===== config.mk =====
export PLATFORM = sky130hd
export DESIGN_NAME = radio_regbank_spi
export DESIGN_NICKNAME = d
export VERILOG_FILES = /design/src/rtl/rrb_pkg.sv /design/src/rtl/rrb_pulse_timer.sv /design/src/rtl/rrb_spi_frame.sv /design/src/rtl/rrb_reg_core.sv /design/src/rtl/radio_regbank_spi.sv
export SDC_FILE = /design/constraint.sdc
export NUM_CORES = 1
export LEC_CHECK = 0
export BUFFER_PORTS_ARGS = -buffer_cell sky130_fd_sc_hd__buf_2
export CAP_MARGIN = 20
export CORE_MARGIN = 10
export CORE_UTILIZATION = 57
export DETAILED_ROUTE_END_ITERATION = 6
export PLACE_DENSITY = 0.82
export SKIP_CTS_REPAIR_TIMING = 1
export SYNTH_ARGS = -nofsm -noshare
export SYNTH_HDL_FRONTEND = slang
export SYNTH_HIERARCHICAL = 1
export SYNTH_SLANG_ARGS = --single-unit

===== constraint.sdc =====
create_clock -name clk -period 2.75 [get_ports clk]
set_input_delay 0.825 -clock clk [delete_from_list [all_inputs] [get_ports clk]]
set_output_delay 0.825 -clock clk [all_outputs]
set_load 0.02 [all_outputs]

===== src/rtl/rrb_pkg.sv =====
// Shared address map, bit positions and address type for the radio
// register bank. Assumes short addresses are 6 bits and long are 10 bits.
package rrb_pkg;
    localparam int ADDR_W   = 10;
    localparam int NUM_RST  = 3;

    localparam logic [5:0] SA_TXCTL   = 6'h1B;
    localparam logic [5:0] SA_TXSTAT  = 6'h24;
    localparam logic [5:0] SA_SOFTRST = 6'h2A;
    localparam logic [5:0] SA_INTSTAT = 6'h31;
    localparam logic [5:0] SA_INTMASK = 6'h32;
    localparam logic [5:0] SA_RFCTL   = 6'h36;
    localparam logic [5:0] SA_RSSICTL = 6'h3E;

    localparam logic [9:0] LA_PLAIN_BASE = 10'h200;
    localparam logic [9:0] LA_RSSI       = 10'h210;

    localparam int INT_RX_BIT   = 3;
    localparam int INT_TX_BIT   = 0;
    localparam int TXS_FAIL_BIT = 0;
    localparam int TXS_BUSY_BIT = 5;
    localparam int RF_SMRST_BIT = 2;
    localparam int RSSI_REQ_BIT = 7;
    localparam int RSSI_RDY_BIT = 0;
    localparam int TXCTL_GO_BIT = 0;

    typedef struct packed {
        logic             is_long;
        logic [ADDR_W-1:0] addr;
    } reg_addr_t;
endpackage


===== src/rtl/rrb_pulse_timer.sv =====
// Retriggerable countdown: busy is high for CYCLES clocks after start.
// Assumes CYCLES >= 1.
module rrb_pulse_timer #(
    parameter int CYCLES = 16
) (
    input  logic clk,
    input  logic rst_n,
    input  logic start,
    output logic busy
);
    localparam int CW = $clog2(CYCLES + 1);

    logic [CW-1:0] cnt_q;

    // Load on start, otherwise count down to zero.
    always_ff @(posedge clk) begin
        if (!rst_n)            cnt_q <= '0;
        else if (start)        cnt_q <= CW'(CYCLES);
        else if (cnt_q != '0)  cnt_q <= cnt_q - CW'(1);
    end

    assign busy = (cnt_q != '0);

    assert_busy_after_start_R3: assert property (@(posedge clk) disable iff (!rst_n)
        start |=> busy);
    assert_ends_after_last_R3: assert property (@(posedge clk) disable iff (!rst_n)
        (cnt_q == CW'(1) && !start) |=> !busy);
endmodule


===== src/rtl/rrb_spi_frame.sv =====
// Mode-0 SPI target frame engine, oversampled by clk. It decodes the short
// and long headers and raises a one-cycle wr_en or rd_req.
// Assumes each SCK half period spans at least five clk cycles.
module rrb_spi_frame
    import rrb_pkg::*;
(
    input  logic       clk,
    input  logic       rst_n,
    input  logic       sck,
    input  logic       cs_n,
    input  logic       mosi,
    output logic       miso,
    output logic       wr_en,
    output logic       rd_req,
    output reg_addr_t  addr,
    output logic [7:0] wr_data,
    input  logic [7:0] rd_data
);
    localparam logic [4:0] BITS_MAX = 5'd24;

    logic [1:0] sck_sy, cs_sy, mosi_sy;
    logic       sck_d;
    logic       sck_s, cs_s, mosi_s, rise, fall;
    logic [4:0] bit_cnt;
    logic [6:0] rx_sh;
    logic [6:0] hdr_hi;
    logic [7:0] tx_sh;
    logic [7:0] new_byte;
    logic       is_wr;

    // Two-flop synchronizers plus an edge-detect delay for SCK.
    always_ff @(posedge clk) begin
        if (!rst_n) begin
            sck_sy  <= '0;
            cs_sy   <= 2'b11;
            mosi_sy <= '0;
            sck_d   <= 1'b0;
        end else begin
            sck_sy  <= {sck_sy[0], sck};
            cs_sy   <= {cs_sy[0], cs_n};
            mosi_sy <= {mosi_sy[0], mosi};
            sck_d   <= sck_sy[1];
        end
    end

    assign sck_s    = sck_sy[1];
    assign cs_s     = cs_sy[1];
    assign mosi_s   = mosi_sy[1];
    assign rise     = sck_s & ~sck_d;
    assign fall     = ~sck_s & sck_d;
    assign new_byte = {rx_sh, mosi_s};

    // Bit counting, header decode, access strobes and MISO shifting.
    always_ff @(posedge clk) begin
        if (!rst_n) begin
            bit_cnt <= '0;
            rx_sh   <= '0;
            hdr_hi  <= '0;
            tx_sh   <= '0;
            miso    <= 1'b0;
            is_wr   <= 1'b0;
            addr    <= '0;
            wr_data <= '0;
            wr_en   <= 1'b0;
            rd_req  <= 1'b0;
        end else begin
            wr_en  <= 1'b0;
            rd_req <= 1'b0;
            if (cs_s) begin
                bit_cnt <= '0;
                tx_sh   <= '0;
                miso    <= 1'b0;
            end else begin
                if (rise && bit_cnt != BITS_MAX) begin
                    rx_sh   <= new_byte[6:0];
                    bit_cnt <= bit_cnt + 5'd1;
                    case (bit_cnt)
                        5'd7: begin
                            hdr_hi <= new_byte[6:0];
                            if (!new_byte[7]) begin
                                addr   <= '{is_long: 1'b0, addr: {4'b0, new_byte[6:1]}};
                                is_wr  <= new_byte[0];
                                rd_req <= ~new_byte[0];
                            end else begin
                                addr  <= '{is_long: 1'b1, addr: '0};
                                is_wr <= 1'b0;
                            end
                        end
                        5'd15: begin
                            if (addr.is_long) begin
                                addr   <= '{is_long: 1'b1, addr: {hdr_hi, new_byte[7:5]}};
                                is_wr  <= new_byte[4];
                                rd_req <= ~new_byte[4];
                            end else if (is_wr) begin
                                wr_en   <= 1'b1;
                                wr_data <= new_byte;
                            end
                        end
                        5'd23: begin
                            if (addr.is_long && is_wr) begin
                                wr_en   <= 1'b1;
                                wr_data <= new_byte;
                            end
                        end
                        default: ;
                    endcase
                end
                if (rd_req) begin
                    tx_sh <= rd_data;
                end else if (fall) begin
                    miso  <= tx_sh[7];
                    tx_sh <= {tx_sh[6:0], 1'b0};
                end
            end
        end
    end

    assert_read_strobe_single_R1: assert property (@(posedge clk) disable iff (!rst_n)
        rd_req |=> !rd_req);
    assert_no_rd_with_wr_R1: assert property (@(posedge clk) disable iff (!rst_n)
        wr_en |-> !rd_req);
endmodule


===== src/rtl/rrb_reg_core.sv =====
// Register storage and side effects: plain short and long banks, reset
// commands, the measurement handshake, interrupt flags and mask, transmit
// status and control, and RF control. Assumes wr_en and rd_req are one-cycle
// strobes with addr stable while they are high.
module rrb_reg_core
    import rrb_pkg::*;
#(
    parameter int PLAIN_SHORT = 8,
    parameter int PLAIN_LONG  = 8,
    parameter int RST_CYCLES  = 300,
    parameter int RSSI_CYCLES = 320
) (
    input  logic             clk,
    input  logic             rst_n,
    input  logic             wr_en,
    input  logic             rd_req,
    input  reg_addr_t        addr,
    input  logic [7:0]       wr_data,
    output logic [7:0]       rd_data,
    input  logic [7:0]       rssi_level,
    input  logic             rx_evt,
    input  logic             tx_done,
    input  logic             tx_failed,
    input  logic             tx_chan_busy,
    output logic             tx_start,
    output logic             rf_sm_rst,
    output logic [NUM_RST-1:0] soft_rst,
    output logic             irq_n
);
    localparam int KW = ADDR_W + 1;

    logic [KW-1:0] key;
    logic hit_txctl, hit_txstat, hit_softrst, hit_intstat, hit_intmask;
    logic hit_rfctl, hit_rssictl, hit_rssi;
    logic [7:0] sh_mem [PLAIN_SHORT];
    logic [7:0] lg_mem [PLAIN_LONG];
    logic       rssi_start, rssi_busy, rssi_busy_d, rssi_rdy;
    logic [7:0] rssi_val;
    logic       int_rx, int_tx, rd_clear;
    logic [7:0] int_mask;
    logic       txs_fail, txs_busy;

    assign key         = {addr.is_long, addr.addr};
    assign hit_txctl   = key == {1'b0, 4'b0, SA_TXCTL};
    assign hit_txstat  = key == {1'b0, 4'b0, SA_TXSTAT};
    assign hit_softrst = key == {1'b0, 4'b0, SA_SOFTRST};
    assign hit_intstat = key == {1'b0, 4'b0, SA_INTSTAT};
    assign hit_intmask = key == {1'b0, 4'b0, SA_INTMASK};
    assign hit_rfctl   = key == {1'b0, 4'b0, SA_RFCTL};
    assign hit_rssictl = key == {1'b0, 4'b0, SA_RSSICTL};
    assign hit_rssi    = key == {1'b1, LA_RSSI};

    // Plain short and long storage, one register per generated slot.
    for (genvar i = 0; i < PLAIN_SHORT; i++) begin : g_sh
        always_ff @(posedge clk) begin
            if (!rst_n) sh_mem[i] <= '0;
            else if (wr_en && key == {1'b0, ADDR_W'(i)}) sh_mem[i] <= wr_data;
        end
    end
    for (genvar i = 0; i < PLAIN_LONG; i++) begin : g_lg
        always_ff @(posedge clk) begin
            if (!rst_n) lg_mem[i] <= '0;
            else if (wr_en && key == {1'b1, LA_PLAIN_BASE + ADDR_W'(i)}) lg_mem[i] <= wr_data;
        end
    end

    // Self-clearing reset command bits, one timer per bit.
    for (genvar k = 0; k < NUM_RST; k++) begin : g_rst
        rrb_pulse_timer #(.CYCLES(RST_CYCLES)) u_tmr (
            .clk   (clk),
            .rst_n (rst_n),
            .start (wr_en && hit_softrst && wr_data[k]),
            .busy  (soft_rst[k])
        );
    end

    // Measurement window timer.
    assign rssi_start = wr_en && hit_rssictl && wr_data[RSSI_REQ_BIT];
    rrb_pulse_timer #(.CYCLES(RSSI_CYCLES)) u_rssi_tmr (
        .clk   (clk),
        .rst_n (rst_n),
        .start (rssi_start),
        .busy  (rssi_busy)
    );

    // Ready flag and sample capture at the end of the window.
    always_ff @(posedge clk) begin
        if (!rst_n) begin
            rssi_busy_d <= 1'b0;
            rssi_rdy    <= 1'b0;
            rssi_val    <= '0;
        end else begin
            rssi_busy_d <= rssi_busy;
            if (rssi_start) begin
                rssi_rdy <= 1'b0;
            end else if (rssi_busy_d && !rssi_busy) begin
                rssi_rdy <= 1'b1;
                rssi_val <= rssi_level;
            end
        end
    end

    // Interrupt flags: read clears, a coincident event wins.
    assign rd_clear = rd_req && hit_intstat;
    always_ff @(posedge clk) begin
        if (!rst_n) begin
            int_rx <= 1'b0;
            int_tx <= 1'b0;
        end else if (rd_clear) begin
            int_rx <= rx_evt;
            int_tx <= tx_done;
        end else begin
            int_rx <= int_rx | rx_evt;
            int_tx <= int_tx | tx_done;
        end
    end

    // Mask, transmit status, transmit trigger and RF control.
    always_ff @(posedge clk) begin
        if (!rst_n) begin
            int_mask  <= 8'hFF;
            txs_fail  <= 1'b0;
            txs_busy  <= 1'b0;
            tx_start  <= 1'b0;
            rf_sm_rst <= 1'b0;
        end else begin
            if (wr_en && hit_intmask) int_mask <= wr_data;
            if (tx_done) begin
                txs_fail <= tx_failed;
                txs_busy <= tx_failed & tx_chan_busy;
            end
            tx_start <= wr_en && hit_txctl && wr_data[TXCTL_GO_BIT];
            if (wr_en && hit_rfctl) rf_sm_rst <= wr_data[RF_SMRST_BIT];
        end
    end

    assign irq_n = !((int_rx && !int_mask[INT_RX_BIT]) || (int_tx && !int_mask[INT_TX_BIT]));

    // Read data multiplexer; unmapped keys return zero.
    always_comb begin
        rd_data = '0;
        for (int i = 0; i < PLAIN_SHORT; i++)
            if (key == {1'b0, ADDR_W'(i)}) rd_data = sh_mem[i];
        for (int i = 0; i < PLAIN_LONG; i++)
            if (key == {1'b1, LA_PLAIN_BASE + ADDR_W'(i)}) rd_data = lg_mem[i];
        if (hit_softrst) rd_data = 8'(soft_rst);
        if (hit_rssictl) begin
            rd_data[RSSI_REQ_BIT] = rssi_busy;
            rd_data[RSSI_RDY_BIT] = rssi_rdy;
        end
        if (hit_rssi)    rd_data = rssi_val;
        if (hit_intstat) begin
            rd_data[INT_RX_BIT] = int_rx;
            rd_data[INT_TX_BIT] = int_tx;
        end
        if (hit_intmask) rd_data = int_mask;
        if (hit_txstat) begin
            rd_data[TXS_FAIL_BIT] = txs_fail;
            rd_data[TXS_BUSY_BIT] = txs_busy;
        end
        if (hit_rfctl)   rd_data[RF_SMRST_BIT] = rf_sm_rst;
    end

    assert_rssi_flags_excl_R4: assert property (@(posedge clk) disable iff (!rst_n)
        !(rssi_busy && rssi_rdy));
    assert_rx_evt_sets_flag_R6: assert property (@(posedge clk) disable iff (!rst_n)
        rx_evt |=> int_rx);
    assert_enabled_flag_irq_R7: assert property (@(posedge clk) disable iff (!rst_n)
        (rx_evt && !int_mask[INT_RX_BIT] && !(wr_en && hit_intmask)) |=> !irq_n);
    assert_busy_needs_fail_R8: assert property (@(posedge clk) disable iff (!rst_n)
        txs_busy |-> txs_fail);
    assert_start_one_cycle_R9: assert property (@(posedge clk) disable iff (!rst_n)
        tx_start |=> !tx_start);
    assert_rf_hold_R10: assert property (@(posedge clk) disable iff (!rst_n)
        !(wr_en && hit_rfctl) |=> $stable(rf_sm_rst));
endmodule


===== src/rtl/radio_regbank_spi.sv =====
// Top level of the radio control register bank: SPI frame engine plus
// register core. Assumes clk runs at least ten times faster than SCK.
module radio_regbank_spi
    import rrb_pkg::*;
#(
    parameter int PLAIN_SHORT   = 8,
    parameter int PLAIN_LONG    = 8,
    parameter int RST_CYCLES    = 300,
    parameter int SYMBOL_CYCLES = 40,
    parameter int AVG_SYMBOLS   = 8
) (
    input  logic       clk,
    input  logic       rst_n,
    input  logic       spi_sck,
    input  logic       spi_cs_n,
    input  logic       spi_mosi,
    output logic       spi_miso,
    input  logic [7:0] rssi_level,
    input  logic       rx_frame_evt,
    input  logic       tx_done_evt,
    input  logic       tx_failed,
    input  logic       tx_chan_busy,
    output logic       tx_start,
    output logic       rf_sm_rst,
    output logic [2:0] soft_rst,
    output logic       irq_n
);
    localparam int RSSI_CYCLES = SYMBOL_CYCLES * AVG_SYMBOLS;

    logic       wr_en, rd_req;
    reg_addr_t  acc_addr;
    logic [7:0] wr_data, rd_data;

    rrb_spi_frame u_frame (
        .clk     (clk),
        .rst_n   (rst_n),
        .sck     (spi_sck),
        .cs_n    (spi_cs_n),
        .mosi    (spi_mosi),
        .miso    (spi_miso),
        .wr_en   (wr_en),
        .rd_req  (rd_req),
        .addr    (acc_addr),
        .wr_data (wr_data),
        .rd_data (rd_data)
    );

    rrb_reg_core #(
        .PLAIN_SHORT (PLAIN_SHORT),
        .PLAIN_LONG  (PLAIN_LONG),
        .RST_CYCLES  (RST_CYCLES),
        .RSSI_CYCLES (RSSI_CYCLES)
    ) u_core (
        .clk          (clk),
        .rst_n        (rst_n),
        .wr_en        (wr_en),
        .rd_req       (rd_req),
        .addr         (acc_addr),
        .wr_data      (wr_data),
        .rd_data      (rd_data),
        .rssi_level   (rssi_level),
        .rx_evt       (rx_frame_evt),
        .tx_done      (tx_done_evt),
        .tx_failed    (tx_failed),
        .tx_chan_busy (tx_chan_busy),
        .tx_start     (tx_start),
        .rf_sm_rst    (rf_sm_rst),
        .soft_rst     (soft_rst),
        .irq_n        (irq_n)
    );
endmodule


* Word level (Yosys, flattened, before mapping)
Memories as Yosys holds them, arrays and structs flattened.
Index checks and enable logic that the tools add are counted.
** Cells by class
- Add/subtract/negate cells :: 5
- Equality and inequality tests :: 31
- Bitwise logic cells :: 30
- Reduce and logical (&&, ||, !) cells :: 62
- Multiplexer cells :: 120
** Operator list (count)
- two-way mux 8 bit :: 40
- equality test 11 bit, second input constant :: 9
- two-way mux 9 bit :: 8
- equality test 11 x 6 -> 1 bit, second input constant :: 6
- two-way mux 1 bit :: 65
- equality test 11 x 3 -> 1 bit, second input constant :: 4
- nonzero test 9 bit :: 4
- subtractor 9 x 1 -> 9 bit, second input constant :: 4
- logical AND 1 bit :: 32
- equality test 11 x 2 -> 1 bit, second input constant :: 2
- two-way mux 11 bit :: 2
- case mux 11 bit (2 select lines) :: 1
- OR 1 bit :: 18
- case mux 8 bit (2 select lines) :: 1
- nonzero test 2 bit :: 7
- equality test 11 x 1 -> 1 bit, second input constant :: 1
- equality test 11 x 5 -> 1 bit, second input constant :: 1
- zero test 11 bit :: 1
- OR reduction 2 bit :: 5
- inverter 1 bit :: 9
- != test 2 x 1 -> 1 bit, second input constant :: 3
- case mux 1 bit (2 select lines) :: 3
- AND reduction 2 bit :: 3
- AND reduction 3 bit :: 2
- other kinds (12) :: 17
** Word-level totals
- Output and inout bits :: 7
- Memories kept :: 2
- Input port bits :: 17
- Flip-flop bits (word level) :: 117
- Memory bits (writable) :: 128
- Word-level logic and storage cells :: 283
** Memory list
- u_core.lg_mem :: words 8, width 8, read ports 8, clocked after Yosys merged registers in 0, write ports 8, RTL line rrb_reg_core.sv:36 : logic [7:0] lg_mem [PLAIN_LONG];
- u_core.sh_mem :: words 8, width 8, read ports 8, clocked after Yosys merged registers in 0, write ports 8, RTL line rrb_reg_core.sv:35 : logic [7:0] sh_mem [PLAIN_SHORT];

* Logic depth before layout (Yosys ltp)
- Word-level depth :: 24
- Depth in mapped cells :: 12
- Gate-level depth less buffers :: 11

* Modules after synthesis
Netlist, hierarchy kept.
** Modules (own cells, without submodules)
- rrb_reg_core :: area an instance 7892.6 µm², times used 1, cells each 724, seq. area each 4324.1 µm²
- rrb_spi_frame :: area an instance 2464.9 µm², times used 1, cells each 252, seq. area each 1141.1 µm²
- rrb_pulse_timer at u_core.g_rst[0].u_tmr ... :: area an instance 457.9 µm², times used 3, cells each 50, seq. area each 180.2 µm²
- rrb_pulse_timer at u_core.u_rssi_tmr :: area an instance 467.9 µm², times used 1, cells each 53, seq. area each 180.2 µm²

* Least setup slack after synthesis
OpenSTA, ideal clock, no wires.
- Kind :: reg-to-reg
- From :: register u_core.g_rst[2].u_tmr.cnt_q[3]
- To :: register u_frame.tx_sh[2]
- Stages on the path, launching flop included :: 10
- Arrival :: 2.437 ns
- Clock period less this slack :: 2.564 ns
- Slack :: 0.186 ns
- Required time :: 2.622 ns
- Library setup time :: 0.128 ns
- Path buffers :: 0
- Cells stage by stage :: dfxtp_1 > nor4_1 > nand2_1 > a32o_1 > a222oi_1 > o221ai_1 > a21oi_1 > a211oi_1 > mux2i_1 > nor2_1
** Between the ends
- Word-level cells in the longest chain between the ends :: 6
** Ends and longest elaborated chain
- from (decl) :: RTL line rrb_pulse_timer.sv:13 : logic [CW-1:0] cnt_q;
- from (signal assigned) :: RTL line rrb_pulse_timer.sv:18 : else if (start) cnt_q <= CW'(CYCLES);
- from (signal assigned) :: RTL line rrb_pulse_timer.sv:19 : else if (cnt_q != '0) cnt_q <= cnt_q - CW'(1);
- nonzero test 9 bit :: RTL line rrb_pulse_timer.sv:22 : assign busy = (cnt_q != '0);
- via soft_rst[2] :: RTL line radio_regbank_spi.sv:25 : output logic [2:0] soft_rst,
- two-way mux 8 bit :: RTL line rrb_reg_core.sv:146 : if (hit_softrst) rd_data = 8'(soft_rst);
- two-way mux 8 bit :: RTL line rrb_reg_core.sv:151 : if (hit_rssi) rd_data = rssi_val;
- two-way mux 8 bit :: RTL line rrb_reg_core.sv:156 : if (hit_intmask) rd_data = int_mask;
- two-way mux 1 bit :: RTL line rrb_reg_core.sv:161 : if (hit_rfctl) rd_data[RF_SMRST_BIT] = rf_sm_rst;
- via rd_data[2] :: RTL line radio_regbank_spi.sv:32 : logic [7:0] wr_data, rd_data;
- two-way mux 8 bit :: RTL line rrb_spi_frame.sv:108 : if (rd_req) begin
- to (signal assigned) :: RTL line rrb_spi_frame.sv:109 : tx_sh <= rd_data;
- to (signal assigned) :: RTL line rrb_spi_frame.sv:112 : tx_sh <= {tx_sh[6:0], 1'b0};
- to (decl) :: RTL line rrb_spi_frame.sv:27 : logic [7:0] tx_sh;
The timed path passes the listed nets, and every way through them passes these cells.
A chain may end at the register's enable or synchronous reset.

* Worst setup path after layout
- From :: register u_core.g_rst[2].u_tmr.cnt_q[0]
- To :: output soft_rst[2]
** Between the ends
- Word-level cells in the longest chain between the ends :: 1
** Ends and longest elaborated chain (RTL line)
- nonzero test 9 bit :: rrb_pulse_timer.sv:22
- to (decl) :: radio_regbank_spi.sv:25
No other way between the ends.

==> out/metrics.yaml <==
synth_cells: 1179
portBuffers: 23
route.detailed.drc: 0
drv_slew: 0
first_pass_iters: 7
grt_remaining_overflow: 0
avgSynthCellArea_sq_um: 10.3
ios: 24
drt_iter0_markers: 1635
synth_top_area_share_pct: 31.5
grt_use_total_pct: 25.5
ys_types: 94
leakagePower_nw: 5.07
routedWlPerCell_um: 23.8
cp-end-kind: "output pin"
die_area_sq_um: 27700
ant_nets: 0
yosysWarnings: 6
post_dp_cell_area_sq_um: 13100
peakVddDrop_v: 0.000541
rows: 53
syn_area_sq_um: 12200
grt_pass1_vias: 9749
startpoint_type: "register"
synth_seq_cells: 245
crit_fanout: 6
die_width_um: 166
syn_to_final_growth_pct: 14.7
design_area_sq_um: 14000
fin_tns_setup_ns: 0
path_clk_slew_ns: 0.06
grt_pass1_wl_mm: 56.9
n_fill_cell: 1598
async_flop_share_pct: 0
fin_crit_ns: 2.67
dp.final_hpwl_mm: 26.2
hold_violations: 0
core_area_sq_um: 21000
synth_area_leader_cell: "edfxtp_1"
tightest_slew_ns: 1.03
start_util_pct: 58.0
htree_levels: 1
max-slew-margin-rel_pct: 31.4
setup_viol: 0
max_cap_violations: 0
ys_seq_area_share_pct: 50.7
synthTopCellsByArea: "edfxtp_1 32%, dfxtp_1 19%, and2_1 7.0%"
cp.required_ns: 1.93
setup.worst_path.class: "register to output pin"
drt_wl_total_mm: 37.2
die_h_um: 166
powerDensity_nw_per_um2: 722
hold_class: "register to register"
syn_nets: 1204
vias_per_cell: 6.49
place_inst: 1514
clk_latency_ns: 0.53
cts_tree: "yes"
grt_setup_unrepaired: "false"
final_net_count: 1292
gp_congestion: 1.10
arrival_ns: 1.85
fmax_ghz: 0.374
num_vias: 10124
cts.sinks: 245
num_antenna_cells: 0
numCtsBuffers: 26
cts_buffer_depth: 3
drive_above_1_share_pct: 18.2
synth_ff_type: "edfxtp_1"
worst_hold_slack_ns: 0.410
synth_edf_count: 128
antenna_found_initial: 2
clock_skew_ns: 0.0135
grt_max_degree: 58
fin_cells: 1560
min_period_over_period_pct: 97.1
cts-root-buf: "clkbuf_16"
status: "completed"
[per-stage QoR]
step	total power (W)	util [%]	setup WS [ns]
after floorplan	0.00595	-	0.186
after global placement	0.00658	62.5	0.134
after detailed placement	0.00669	62.5	0.103
after CTS	0.0101	66.4	-0.0889
after global routing	0.0105	66.5	0.0127
final	0.0101	66.5	0.0786
[report_power, final]
group	leakage [nW]	total, W	internal (W)	switching, W
clock network	0.403	0.00341	0.00200	0.00140
logic	2.50	0.00219	0.00106	0.00113
registers	2.17	0.00451	0.00418	0.000325
total	5.07	0.0101	0.00725	0.00286
[cells in the final DEF (no fill, tap or decap), types with 33 or more instances in the layout]
cell type  synthesis  routed
nand2_1           92      91
nor2_1            61      61
buf_4              4      97
dfxtp_1          117     116
a21oi_1           50      50
o21ai_0           51      51
nand3_1           43      43
edfxtp_1         128     128
and2_1           137     137
mux2i_1           39      39
nor2b_1           33      33
[flip-flops by register name, summed over array words and instances (netlist names), 2 cells and up]
name / cells
u_frame/wr_data: 8
u_core/int_mask: 8
u_core/u_rssi_tmr/cnt_q: 9
u_frame/cs_sy: 2
u_core/g_rst.u_tmr/cnt_q: 27
u_frame/hdr_hi: 7
u_frame/bit_cnt: 5
u_frame/rx_sh: 7
u_frame/tx_sh: 8
u_frame/mosi_sy: 2
u_core/sh_mem: 64
u_frame/addr: 11
u_core/rssi_val: 8
u_frame/sck_sy: 2
u_core/lg_mem: 64
[worst paths after layout]
path / endpoint / depth (start not counted) / from / slack [ns]
max: soft_rst[2] / 5 / u_core/g_rst[2].u_tmr/cnt_q[0] / 0.08
min: u_frame/cs_sy[1] / 1 / u_frame/cs_sy[0] / 0.41
max reg2reg: u_frame/tx_sh[5] / 9 / u_frame/addr[2] / 0.11
min reg2reg: u_frame/cs_sy[1] / 1 / u_frame/cs_sy[0] / 0.41
[routing by layer]
layer  track usage, %  up-vias  part of all wire [%]
met1             34.3     4850                    40
li1                 -     4555                     -
met3             5.28       95                    11
met4             9.62        2                   3.8
met5                0        -                 0.035
met2             39.9      622                    45
[cell usage after synthesis (9+ instances only)]
master and number:
and2_1 137, o31ai_1 9, nor2b_1 33, buf_2 17, o22ai_1 13, nor2_1 61, clkbuf_1 35, dfxtp_1 117
nand3_1 43, nor3_1 25, o21ai_0 51, or4_1 9, nand2_1 92, inv_1 21, nor3b_1 9, edfxtp_1 128
nor4_1 10, nand2b_1 21, mux2_2 14, a21boi_0 16, mux2i_1 39, a31oi_1 9, a21oi_1 50
[cell type report]
| class | instances | area, sq um | area share (%) |
|---|---|---|---|
| Timing Repair Buffer | 121 | 878 | 6.28 |
| Multi-Input combinational cell | 852 | 5680 | 40.6 |
| Clock buffer | 36 | 719 | 5.14 |
| Inverter | 21 | 78.8 | 0.564 |
| Sequential cell | 245 | 6190 | 44.2 |
| Clock inverter | 10 | 101 | 0.725 |
| Tap cell | 275 | 344 | 2.46 |
[logic make-up after synthesis]
logic type               after synthesis  synth area share, %
adder cells (fa/ha/maj)                8                0.821
multiplexers                          54                 4.68
buffers and inverters                 82                 3.03
AND/OR/NAND/NOR                      517                 24.8
flip-flops                           245                 50.7
AO/OA/AOI/OAI                        269                 15.7
XOR/XNOR                               4                0.287
[worst max-delay path, stage by stage, from the launching register on]
cell and delay (ns):
dfxtp_1 0.33, inv_1 0.06, ha_1 0.25, nor4b_2 0.28, nand2_1 0.18, buf_2 0.21
Note: power is estimated with default switching activity, not from simulation.
